$ cat src/rtl/hscr_pkg.sv
package hscr_pkg;
   typedef enum logic [1:0] {
      RSP_IDLE = 2'd0,
      RSP_DATA = 2'd1,
      RSP_NAK  = 2'd2
   } rsp_kind_e;
endpackage

$ cat src/rtl/hscr_pend.sv
module hscr_pend #(
   parameter int NPORTS = 4
) (
   input  logic              clk,
   input  logic              rst_n,
   input  logic [NPORTS-1:0] chg_evt,
   input  logic [NPORTS-1:0] clr_stb,
   output logic [NPORTS-1:0] pend
);
   // One sticky bit per port; a new change outranks a simultaneous clear.
   for (genvar p = 0; p < NPORTS; p++) begin : g_port
      always_ff @(posedge clk) begin
         if (!rst_n)          pend[p] <= 1'b0;
         else if (chg_evt[p]) pend[p] <= 1'b1;
         else if (clr_stb[p]) pend[p] <= 1'b0;
      end
   end
endmodule

$ cat src/rtl/hscr_map.sv
module hscr_map #(
   parameter int NPORTS = 4,
   parameter int MAP_W  = 8
) (
   input  logic              clk,
   input  logic              rst_n,
   input  logic              sample,
   input  logic              hub_flag,
   input  logic [NPORTS-1:0] pend,
   output logic [MAP_W-1:0]  map_q
);
   localparam int USED = NPORTS + 1;
   localparam int PAD  = MAP_W - USED;

   logic [MAP_W-1:0] map_d;

   if (PAD > 0) begin : g_pad
      assign map_d = {{PAD{1'b0}}, pend, hub_flag};
   end else begin : g_nopad
      assign map_d = {pend, hub_flag};
   end

   always_ff @(posedge clk) begin
      if (!rst_n)      map_q <= '0;
      else if (sample) map_q <= map_d;
   end
endmodule

$ cat src/rtl/hscr_poll.sv
module hscr_poll
   import hscr_pkg::*;
#(
   parameter int MAP_W = 8
) (
   input  logic             clk,
   input  logic             rst_n,
   input  logic             poll,
   input  logic             cfg_ok,
   input  logic [MAP_W-1:0] map_q,
   output logic             rsp_valid,
   output logic             rsp_nak,
   output logic [MAP_W-1:0] rsp_byte
);
   rsp_kind_e        kind_d, kind_q;
   logic [MAP_W-1:0] byte_q;

   always_comb begin
      kind_d = RSP_IDLE;
      if (poll) kind_d = (cfg_ok && (map_q != '0)) ? RSP_DATA : RSP_NAK;
   end

   always_ff @(posedge clk) begin
      if (!rst_n) begin
         kind_q <= RSP_IDLE;
         byte_q <= '0;
      end else begin
         kind_q <= kind_d;
         byte_q <= (kind_d == RSP_DATA) ? map_q : '0;
      end
   end

   assign rsp_valid = (kind_q == RSP_DATA);
   assign rsp_nak   = (kind_q == RSP_NAK);
   assign rsp_byte  = byte_q;
endmodule

$ cat src/rtl/hub_chg_reporter.sv
module hub_chg_reporter #(
   parameter int NPORTS = 4,
   parameter int MAP_W  = 8
) (
   input  logic              clk,
   input  logic              rst_n,
   input  logic              hub_evt,
   input  logic [NPORTS-1:0] port_evt,
   input  logic [NPORTS-1:0] port_clr,
   input  logic              eof2_stb,
   input  logic              in_stb,
   input  logic              configured,
   output logic              rsp_valid,
   output logic              rsp_nak,
   output logic [MAP_W-1:0]  rsp_byte
);
   if (NPORTS < 1 || MAP_W < NPORTS + 1) begin : g_bad_cfg
      $error("hub_chg_reporter: MAP_W must hold NPORTS+1 bits");
   end

   logic [NPORTS-1:0] pend;
   logic [MAP_W-1:0]  status_map;

   hscr_pend #(.NPORTS(NPORTS)) u_pend (
      .clk(clk), .rst_n(rst_n), .chg_evt(port_evt), .clr_stb(port_clr),
      .pend(pend)
   );

   hscr_map #(.NPORTS(NPORTS), .MAP_W(MAP_W)) u_map (
      .clk(clk), .rst_n(rst_n), .sample(eof2_stb), .hub_flag(hub_evt),
      .pend(pend), .map_q(status_map)
   );

   hscr_poll #(.MAP_W(MAP_W)) u_poll (
      .clk(clk), .rst_n(rst_n), .poll(in_stb), .cfg_ok(configured),
      .map_q(status_map), .rsp_valid(rsp_valid), .rsp_nak(rsp_nak),
      .rsp_byte(rsp_byte)
   );
endmodule

$ cat config.mk
export PLATFORM = sky130hd
export DESIGN_NAME = hub_chg_reporter
export DESIGN_NICKNAME = d
export VERILOG_FILES = /design/src/rtl/hscr_pkg.sv /design/src/rtl/hscr_pend.sv /design/src/rtl/hscr_map.sv /design/src/rtl/hscr_poll.sv /design/src/rtl/hub_chg_reporter.sv
export SDC_FILE = /design/constraint.sdc
export NUM_CORES = 1
export LEC_CHECK = 0
export ABC_AREA = 1
export BUFFER_PORTS_ARGS = -buffer_cell sky130_fd_sc_hd__buf_2
export CAP_MARGIN = 20
export CORE_MARGIN = 1
export CORE_UTILIZATION = 40
export CTS_CLUSTER_SIZE = 24
export DETAILED_ROUTE_END_ITERATION = 7
export PLACE_DENSITY = 0.8
export SLEW_MARGIN = 25
export SYNTH_ARGS = -nofsm -noshare
export SYNTH_HDL_FRONTEND = slang
export SYNTH_SLANG_ARGS = --single-unit
$ cat constraint.sdc
create_clock -name clk -period 1.2 [get_ports clk]
set_clock_uncertainty 0.15 [all_clocks]
set_input_delay 0.06 -clock clk [delete_from_list [all_inputs] [get_ports clk]]
set_output_delay 0.06 -clock clk [all_outputs]
set_load 0.005 [all_outputs]
==> results_tabular.tex, run 1 <==
\begin{tabular}{lr}
\hline
Metric & Value \\
\hline
\multicolumn{2}{l}{\textbf{Route}} \\
\quad Avg Vias per Cell & 4.33 \\
\quad Drt drc & 0 \\
\quad Total wire length after detailed routing & 1070 um \\
\quad Via count & 511 \\
\quad Detailed-route wire length per cell & 9.05 um \\
\quad Length of the first detailed-routing pass in iterations & 2 \\
\quad First-iteration detailed-routing DRC count & 4 \\
\quad Post-route antenna net violation count & 0 \\
\multicolumn{2}{l}{\textbf{STA}} \\
\quad Max Clock Freq & $\sim$0.93 GHz \\
\quad Final hold viol count & 0 \\
\quad Number of max-slew violations in the final report & 0 \\
\quad Setup TNS & 0 ps \\
\quad Final min period & 1070 ps \\
\quad Setup repair after global routing missed its margin & no \\
\quad Count of endpoints failing setup in the final report & 0 \\
\quad Final period util & 89.4\% \\
\multicolumn{2}{l}{\textbf{Final layout}} \\
\quad ANT cells & 0 \\
\quad Commonest non-fill, non-tap cell in the layout & sky130\_fd\_sc\_hd\_\_buf\_2 \\
\quad Area growth from synthesis to layout & 48.9\% \\
\quad Ratio of cells with drive above 1 in the final layout & between 20 and 30\% \\
\quad Nets & 118 \\
\quad Filler Cells Inserted & between 100 and 150 \\
\quad Utilization after layout & 63.3\% \\
\quad Highest-count cells in the layout ignoring fill and taps & sky130\_fd\_sc\_hd\_\_buf\_2 (20), sky130\_fd\_sc\_hd\_\_dfxtp\_1 (16), sky130\_fd\_sc\_hd\_\_inv\_1 (14), sky130\_fd\_sc\_hd\_\_nor2\_1 (14), sky130\_fd\_sc\_hd\_\_dlygate4sd3\_1 (13) \\
\multicolumn{2}{l}{\textbf{Worst hold path}} \\
\quad Source of the worst hold timing path & u\_map.map\_q[3]\$\_SDFFE\_PN0P\_ \\
\quad Worst hold endpoint & u\_poll.rsp\_byte[3]\$\_SDFF\_PN0\_ \\
\quad Count of cells along the worst hold path & 2 \\
\quad Class of the tightest hold or removal check & reg -> reg \\
\multicolumn{2}{l}{\textbf{Critical path}} \\
\quad Biggest fanout along the worst timing path & 8 \\
\quad Cell with the largest stage delay on the worst path & sky130\_fd\_sc\_hd\_\_dlygate4sd3\_1 \\
\quad Required @ worst endpoint & between 1000 and 1500 ps \\
\quad Crit path launch type & primary input \\
\quad Critical path cell sequence & dlygate4sd3\_1, buf\_2, nand2\_2, clkinv\_1, nand3\_2, nor2\_1 \\
\quad Reg-to-reg startpoint & u\_map.map\_q[4]\$\_SDFFE\_PN0P\_ \\
\quad Kind of end point of the critical path & flop \\
\quad Worst path arrival time & $\sim$1100 ps \\
\quad Reg-to-Reg End & u\_poll.rsp\_byte[1]\$\_SDFF\_PN0\_ \\
\quad Reg-to-reg slack, setup & 240 ps \\
\quad Biggest cell delay along the critical path & 550 ps \\
\quad Top cell family by delay on the critical path & buffers and inverters \\
\quad Type of the setup path with the least slack & in -> reg \\
\quad Cell count of the worst reg-to-reg path & 4 \\
\quad Number of buffers and inverters on the critical path & 3 \\
\multicolumn{2}{l}{\textbf{Synthesis}} \\
\quad Synthesized-area fraction occupied by and/or/nand/nor cells & 14.5\% \\
\quad Share of the synthesized netlist area taken by xor and xnor gates & 0\% \\
\quad Unique masters post-synth & 12 \\
\quad Fraction of the mapped netlist area in compound gates & 12.7\% \\
\quad Area share of the leading cell type in the synthesized netlist & 57.9\% \\
\quad Post-synthesis instance area & between 500 and 600 sq um \\
\quad Average footprint of a synthesized cell & 8.25 sq um \\
\quad Synth Register Bits & 16 \\
\quad Count of mapped cells out of synthesis & 67 \\
\quad Post-Synth Adder-Cell Area & 0\% \\
\quad Share of synthesized area spent on multiplexers & 0\% \\
\quad Sequential share of the synthesized area & between 50\% and 60\% \\
\quad Dominant combinational cell family by area after synthesis & simple AND/OR/NAND/NOR gates \\
\quad Number of warnings reported in the yosys synthesis log & 0 \\
\quad Leading area contributor after synthesis & sky130\_fd\_sc\_hd\_\_dfxtp\_1 \\
\quad Biggest area contributors in the synthesized netlist & sky130\_fd\_sc\_hd\_\_dfxtp\_1 (58\%), sky130\_fd\_sc\_hd\_\_inv\_1 (9.5\%), sky130\_fd\_sc\_hd\_\_nor2\_1 (9.5\%) \\
\multicolumn{2}{l}{\textbf{Clock tree}} \\
\quad CTS tree & yes \\
\quad Clock-pin slew of the registers on the worst-case setup and hold paths & 80 ps \\
\quad Post-CTS Setup Bufs & 0 \\
\quad Level count of the clock H-tree & 1 \\
\quad Count of clock tree sinks & 16 \\
\quad Resized Gates After CTS & 0 \\
\quad Cell at the root of the clock tree & sky130\_fd\_sc\_hd\_\_clkbuf\_4 \\
\quad Number of buffers created by CTS & 3 \\
\quad Cts-stage hold buffer count & 13 \\
\quad Clock insertion delay at the later pin of the skew report & 270 ps \\
\quad Clock Tree Buf Depth & 2 \\
\multicolumn{2}{l}{\textbf{Outcome}} \\
\quad Outcome & finished clean \\
\multicolumn{2}{l}{\textbf{Global route}} \\
\quad Global-route usage over all layers & a little under a fifth \\
\quad Via count of the first global-routing pass & approximately 450 \\
\quad Antenna violations before repair & 0 \\
\quad Maximum number of pins on one net before global-route repair & 10 \\
\quad Met3 routing resource usage after global routing & 9.25\% \\
\quad Layer with the highest usage after global routing & met2 \\
\quad Leftover overflow at the end of global routing & 0 \\
\quad Global-route wire length before repair & 1770 um \\
\quad Met2 GRT Util & around a third \\
\quad Global routing met1 resource utilization & 17.5\% \\
\multicolumn{2}{l}{\textbf{Power and ir drop}} \\
\quad P\_int & 807 uW \\
\quad Pwr/cell area & 1240 mW/mm\^{}2 \\
\quad P\_sw & 217 uW \\
\quad Sequential group share of total power & between 50\% and 60\% \\
\quad Maximum ir drop on the vdd rail & 0.791 mV \\
\quad Switching power as a share of total power & 21.2\% \\
\quad Share of power burned in the clock network & 32.7\% \\
\quad Leakage & 0.426 nW \\
\quad Combinational cell fraction of total power & 11.8\% \\
\multicolumn{2}{l}{\textbf{Die}} \\
\quad I/O pin count & 24 \\
\quad Die Wd & slightly below 40 um \\
\quad Total die area & around 0.0015 sq mm \\
\quad Vertical die dimension & 39.2 um \\
\quad Core Region & 0.00130 sq mm \\
\quad Starting utilization of the core area & around 42\% \\
\quad Core Rows & 13 \\
\multicolumn{2}{l}{\textbf{Placed design}} \\
\quad IO Port Bufs & 20 \\
\quad Sum of net half-perimeters after detailed placement & 693 um \\
\quad Final Wtd Congestion & 0.681 \\
\multicolumn{2}{l}{\textbf{Job}} \\
\quad Max capacitance violation total & 0 \\
\hline
\end{tabular}
-- worst max-delay path by stage --
stage,start,end,slack (ps),cells past startpoint
6_report,rst_n,u_poll.rsp_byte[1]$_SDFF_PN0_,130,6
5_1_grt,u_poll.kind_q[0]$_SDFF_PN0_,rsp_valid,20,3
4_1_cts,u_poll.kind_q[0]$_SDFF_PN0_,rsp_valid,120,3
3_5_place_dp,u_map.map_q[4]$_SDFFE_PN0P_,u_poll.rsp_byte[1]$_SDFF_PN0_,260,4
3_3_place_gp,u_map.map_q[4]$_SDFFE_PN0P_,u_poll.rsp_byte[0]$_SDFF_PN0_,270,4
2_1_floorplan,u_map.map_q[0]$_SDFFE_PN0P_,u_poll.rsp_byte[0]$_SDFF_PN0_,320,4
-- per-layer routing --
layer	share of wire [%]	vias up
li1	-	271
met1	39	221
met2	55	19
met3	6.5	0
met4	0	0
met5	0	-
-- cells by family after synthesis --
group	after synthesis
and+or+nand+nor	18
buffers and inverters	18
DFF	16
AOI/OAI and AO/OA	14
other	1
-- registers in the layout, summed over array words and instances, names as in the netlist --
name             count
u_map.map_q          5
u_poll.rsp_byte      5
u_poll.kind_q        2
u_pend.pend          4
-- power groups by stage --
| stage | Clock (mW) | Sequential, mW | Combinational [mW] |
|---|---|---|---|
| 2_1_floorplan | 0 | 0.578 | 0.0548 |
| 3_3_place_gp | 0 | 0.580 | 0.0823 |
| 3_5_place_dp | 0 | 0.581 | 0.0858 |
| 4_1_cts | 0.345 | 0.568 | 0.118 |
| 5_1_grt | 0.390 | 0.571 | 0.137 |
| 6_report | 0.335 | 0.568 | 0.121 |
-- synth_stat cells (all sizes together) --
| cell type | instances |
|---|---|
| nand4 | 1 |
| nand3 | 2 |
| a21oi | 9 |
| clkinv | 1 |
| buf | 3 |
| inv | 14 |
| conb | 1 |
| nand2 | 1 |
| o21ai | 5 |
| dfxtp | 16 |
| nor2 | 14 |
-- worst register-to-register path: stages, from the launching register on --
cell	delay, ps
sky130_fd_sc_hd__dfxtp_1	330
sky130_fd_sc_hd__nor2_1	100
sky130_fd_sc_hd__nand3_1	120
sky130_fd_sc_hd__nand3_2	120
sky130_fd_sc_hd__nor2_1	50
-- stage by stage --
step	setup slack (ps)	cells	cell area, sq um	power (mW)	hold slack (ps)
3_5_place_dp	258	101	657	0.666	122
4_1_cts	124	118	823	1.03	311
6_report	128	118	823	1.02	307
5_1_grt	22.6	118	823	1.10	335
3_3_place_gp	273	101	657	0.662	113
2_1_floorplan	322	69	561	0.633	1.63
-- layout make-up --
| class | count | area, sq um | area share (%) |
|---|---|---|---|
| Sequential cell | 16 | 320 | 38.9 |
| Timing Repair Buffer | 33 | 230 | 28.0 |
| Multi-Input combinational cell | 35 | 161 | 19.6 |
| Inverter | 15 | 56.3 | 6.84 |
| Clock buffer | 4 | 36.3 | 4.41 |
| Tap cell | 15 | 18.8 | 2.28 |
Power figures use the tool's default switching activity.
==> run 2: changes to the inputs <==
--- a/config.mk
+++ b/config.mk
@@ -8,12 +8,14 @@
 export ABC_AREA = 1
 export BUFFER_PORTS_ARGS = -buffer_cell sky130_fd_sc_hd__buf_2
 export CAP_MARGIN = 20
+export CORE_ASPECT_RATIO = 0.75
 export CORE_MARGIN = 1
 export CORE_UTILIZATION = 40
 export CTS_CLUSTER_SIZE = 24
 export DETAILED_ROUTE_END_ITERATION = 7
-export PLACE_DENSITY = 0.8
+export PLACE_DENSITY = 0.77
 export SLEW_MARGIN = 25
 export SYNTH_ARGS = -nofsm -noshare
 export SYNTH_HDL_FRONTEND = slang
+export SYNTH_HIERARCHICAL = 1
 export SYNTH_SLANG_ARGS = --single-unit
==> run 2 against run 1 <==
Against the previous run:
- total power grew 10%
- combinational power grew 19%
- critical path depth is the same
- core utilization shrank 0.49 points
- fmax shrank 2.2%
- area after synthesis grew 30%
- critical endpoint is now u_poll/rsp_byte[2]$_SDFF_PN0_
- highest routed layer is now met4
==> results_tabular.tex, run 2 <==
\begin{tabular}{lr}
\hline
Metric & Value \\
\hline
\multicolumn{2}{l}{\textbf{Outcome}} \\
\quad Outcome & finished clean \\
\multicolumn{2}{l}{\textbf{Route}} \\
\quad Total wire length after detailed routing & 1370 um \\
\quad Via count & 621 \\
\quad Drt drc & 0 \\
\quad Avg Vias per Cell & 3.96 \\
\quad Detailed-route wire length per cell & approximately 8.7 um \\
\quad Post-route antenna net violation count & 0 \\
\quad First-iteration detailed-routing DRC count & 2 \\
\quad Length of the first detailed-routing pass in iterations & 4 \\
\multicolumn{2}{l}{\textbf{Global route}} \\
\quad Antenna violations before repair & 0 \\
\quad Maximum number of pins on one net before global-route repair & 11 \\
\quad Global-route usage over all layers & $\sim$17\% \\
\quad Via count of the first global-routing pass & 574 \\
\quad Leftover overflow at the end of global routing & 0 \\
\quad Global-route wire length before repair & between 2000 and 2500 um \\
\multicolumn{2}{l}{\textbf{Power and ir drop}} \\
\quad Switching power as a share of total power & 23.5\% \\
\quad Sequential group share of total power & approximately three fifths \\
\quad Leakage & 0.551 nW \\
\quad P\_int & 863 uW \\
\quad Combinational cell fraction of total power & between 10\% and 20\% \\
\quad Share of power burned in the clock network & 27.8\% \\
\quad P\_sw & 265 uW \\
\quad Maximum ir drop on the vdd rail & approximately 0.96 mV \\
\quad Pwr/cell area & 1140 mW/mm\^{}2 \\
\multicolumn{2}{l}{\textbf{Die}} \\
\quad Core Rows & 12 \\
\quad Total die area & 0.00197 sq mm \\
\quad Die Wd & 50.9 um \\
\quad I/O pin count & 24 \\
\quad Core Region & 0.00158 sq mm \\
\quad Vertical die dimension & 38.7 um \\
\quad Starting utilization of the core area & 45.6\% \\
\multicolumn{2}{l}{\textbf{Job}} \\
\quad Max capacitance violation total & 0 \\
\multicolumn{2}{l}{\textbf{STA}} \\
\quad Number of max-slew violations in the final report & 0 \\
\quad Setup TNS & 0 ps \\
\quad Final period util & between 90\% and 100\% \\
\quad Setup repair after global routing missed its margin & no \\
\quad Final hold viol count & 0 \\
\quad Max Clock Freq & 0.912 GHz \\
\quad Final min period & 1100 ps \\
\quad Worst hold margin & 317 ps \\
\quad Count of endpoints failing setup in the final report & 0 \\
\multicolumn{2}{l}{\textbf{Final layout}} \\
\quad Final standard cell count with taps included and fillers excluded & approximately 160 \\
\quad Utilization after layout & between 60 and 70\% \\
\quad Ratio of cells with drive above 1 in the final layout & 20.6\% \\
\quad Area growth from synthesis to layout & 37.8\% \\
\quad Commonest non-fill, non-tap cell in the layout & sky130\_fd\_sc\_hd\_\_inv\_1 \\
\quad Filler Cells Inserted & 147 \\
\quad Nets & 151 \\
\quad Number of flip-flops in the largest register & 8 \\
\quad ANT cells & 0 \\
\quad Highest-count cells in the layout ignoring fill and taps & sky130\_fd\_sc\_hd\_\_inv\_1 (26), sky130\_fd\_sc\_hd\_\_buf\_2 (23), sky130\_fd\_sc\_hd\_\_nor2\_1 (22) \\
\multicolumn{2}{l}{\textbf{Synthesis}} \\
\quad Sequential share of the synthesized area & 53.0\% \\
\quad Leading area contributor after synthesis & sky130\_fd\_sc\_hd\_\_dfxtp\_1 \\
\quad Synth Register Bits & 19 \\
\quad Area share of the leading cell type in the synthesized netlist & 53.0\% \\
\quad Unique masters post-synth & 10 \\
\quad Average footprint of a synthesized cell & 7.33 sq um \\
\quad Biggest area contributors in the synthesized netlist & sky130\_fd\_sc\_hd\_\_dfxtp\_1 (53\%), sky130\_fd\_sc\_hd\_\_inv\_1 (14\%), sky130\_fd\_sc\_hd\_\_nor2\_1 (11\%) \\
\quad Leading register cell type out of synthesis & sky130\_fd\_sc\_hd\_\_dfxtp\_1 \\
\quad Number of warnings reported in the yosys synthesis log & 6 \\
\quad Most used standard cell by instance count after synthesis & sky130\_fd\_sc\_hd\_\_inv\_1 \\
\quad Count of flip-flops with a built-in enable after synthesis & 0 \\
\quad Count of mapped cells out of synthesis & 98 \\
\quad List of most frequent post-synthesis cells & sky130\_fd\_sc\_hd\_\_inv\_1 (26), sky130\_fd\_sc\_hd\_\_nor2\_1 (22), sky130\_fd\_sc\_hd\_\_dfxtp\_1 (19), sky130\_fd\_sc\_hd\_\_nand2\_1 (19), sky130\_fd\_sc\_hd\_\_a21oi\_1 (5) \\
\quad Post-synthesis instance area & just over 700 sq um \\
\quad Async set-or-reset flop fraction in the synthesized netlist & 0\% \\
\multicolumn{2}{l}{\textbf{Clock tree}} \\
\quad Resized Gates After CTS & 0 \\
\quad Clock-pin slew of the registers on the worst-case setup and hold paths & approximately 100 ps \\
\quad Post-CTS Setup Bufs & 0 \\
\quad Clock insertion delay at the later pin of the skew report & 290 ps \\
\quad Level count of the clock H-tree & 1 \\
\quad Clock Tree Buf Depth & 2 \\
\quad Number of buffers created by CTS & 3 \\
\quad CTS tree & yes \\
\quad Cell at the root of the clock tree & sky130\_fd\_sc\_hd\_\_clkbuf\_4 \\
\quad Count of clock tree sinks & 19 \\
\multicolumn{2}{l}{\textbf{Placed design}} \\
\quad Sum of net half-perimeters after detailed placement & around 870 um \\
\quad Final Wtd Congestion & between 0.7 and 0.8 \\
\quad DP Cell Count & 140 \\
\quad IO Port Bufs & 23 \\
\multicolumn{2}{l}{\textbf{Worst hold path}} \\
\quad Source of the worst hold timing path & u\_pend/pend[3]\$\_SDFFE\_PN0P\_ \\
\quad Class of the tightest hold or removal check & reg -> reg \\
\multicolumn{2}{l}{\textbf{Critical path}} \\
\quad Cell count of the worst reg-to-reg path & 6 \\
\quad Biggest cell delay along the critical path & approximately 520 ps \\
\quad Reg-to-reg slack, setup & 110 ps \\
\quad Worst Setup EP & u\_poll/rsp\_byte[2]\$\_SDFF\_PN0\_ \\
\quad Crit path launch type & primary input \\
\quad Kind of end point of the critical path & flop \\
\quad Launch point of the worst path & rst\_n \\
\quad Worst path arrival time & 1180 ps \\
\quad Biggest fanout along the worst timing path & 9 \\
\quad Reg-to-reg startpoint & u\_map/map\_q[2]\$\_SDFFE\_PN0P\_ \\
\quad Required @ worst endpoint & 1280 ps \\
\quad Reg-to-Reg End & u\_poll/rsp\_byte[2]\$\_SDFF\_PN0\_ \\
\quad Cell with the largest stage delay on the worst path & sky130\_fd\_sc\_hd\_\_dlygate4sd3\_1 \\
\quad Type of the setup path with the least slack & in -> reg \\
\quad Critical path cell sequence & dlygate4sd3\_1, buf\_2, nand2\_1, inv\_1, nand3\_4, nor2\_1 \\
\hline
\end{tabular}
==> run 2: cell types whose count changed after synthesis, moves of 3 or more <==
cell | previous run | this run
sky130_fd_sc_hd__a21oi_1 | 9 | 5
sky130_fd_sc_hd__nand2_1 | 0 | 19
sky130_fd_sc_hd__inv_1 | 14 | 26
sky130_fd_sc_hd__dfxtp_1 | 16 | 19
sky130_fd_sc_hd__nor2_1 | 14 | 22
sky130_fd_sc_hd__o21ai_0 | 5 | 0
==> run 2: how the worst min path moves through the flow <==
stage                                    end  depth (start not counted)
2_1_floorplan    u_poll/kind_q[1]$_SDFF_PN0_                          1
3_3_place_gp     u_poll/kind_q[1]$_SDFF_PN0_                          2
3_5_place_dp     u_poll/kind_q[1]$_SDFF_PN0_                          2
4_1_cts        u_poll/rsp_byte[0]$_SDFF_PN0_                          2
5_1_grt        u_poll/rsp_byte[0]$_SDFF_PN0_                          2
6_report         u_pend/pend[3]$_SDFFE_PN0P_                          2
==> run 2: layer usage <==
metal | up-vias | GRT usage (%) | part of all wire (%) | routed length, um
li1 | 344 | - | - | -
met1 | 260 | 16.2 | 44 | 609
met2 | 15 | 32.9 | 50 | 689
met3 | 2 | 7.06 | 3.9 | 54
met4 | 0 | 8.33 | 1.2 | 17
met5 | - | 0 | 0 | 0
==> run 2: stage by stage <==
stage | power (mW) | cell area [sq um] | worst slack, ps
after floorplan | 0.761 | 726 | 219
after global placement | 0.790 | 833 | 157
after detailed placement | 0.793 | 833 | 141
after CTS | 1.14 | 990 | 106
after global routing | 1.19 | 990 | 20.6
final | 1.13 | 990 | 103
==> run 2: cell type report <==
cell class	count	area, sq um	share of cell area (%)
clock buffers	4	26.3	2.65
inverters	26	97.6	9.86
multi-input cells	51	214	21.6
flip-flops and latches	19	380	38.4
well taps	21	26.3	2.65
repair buffers	36	245	24.8
==> run 2: power groups by stage <==
stage               Combinational, mW  Clock, mW  Sequential, mW
floorplan                      0.0769          0           0.684
global route                    0.166      0.355           0.673
finish                          0.144      0.314           0.670
global placement                0.106          0           0.684
detailed placement              0.108          0           0.685
CTS                             0.140      0.333           0.671
==> run 2: kinds of logic after synthesis <==
kind of cell	synth area share, %
flops	53.0
other cells	0.522
simple gates	24.7
compound gates	3.48
buf+inv	18.3
==> run 2: repair_timing <==
item                                    CTS  global route
hold buffers                             13             0
hold endpoints to repair                 16             0
endpoints found under the setup margin    0             0
==> run 2: critical path: cells and delay by family <==
| kind | cells | cell delay, ps |
|---|---|---|
| buffers and inverters | 3 | 790 |
| and+or+nand+nor | 3 | 320 |
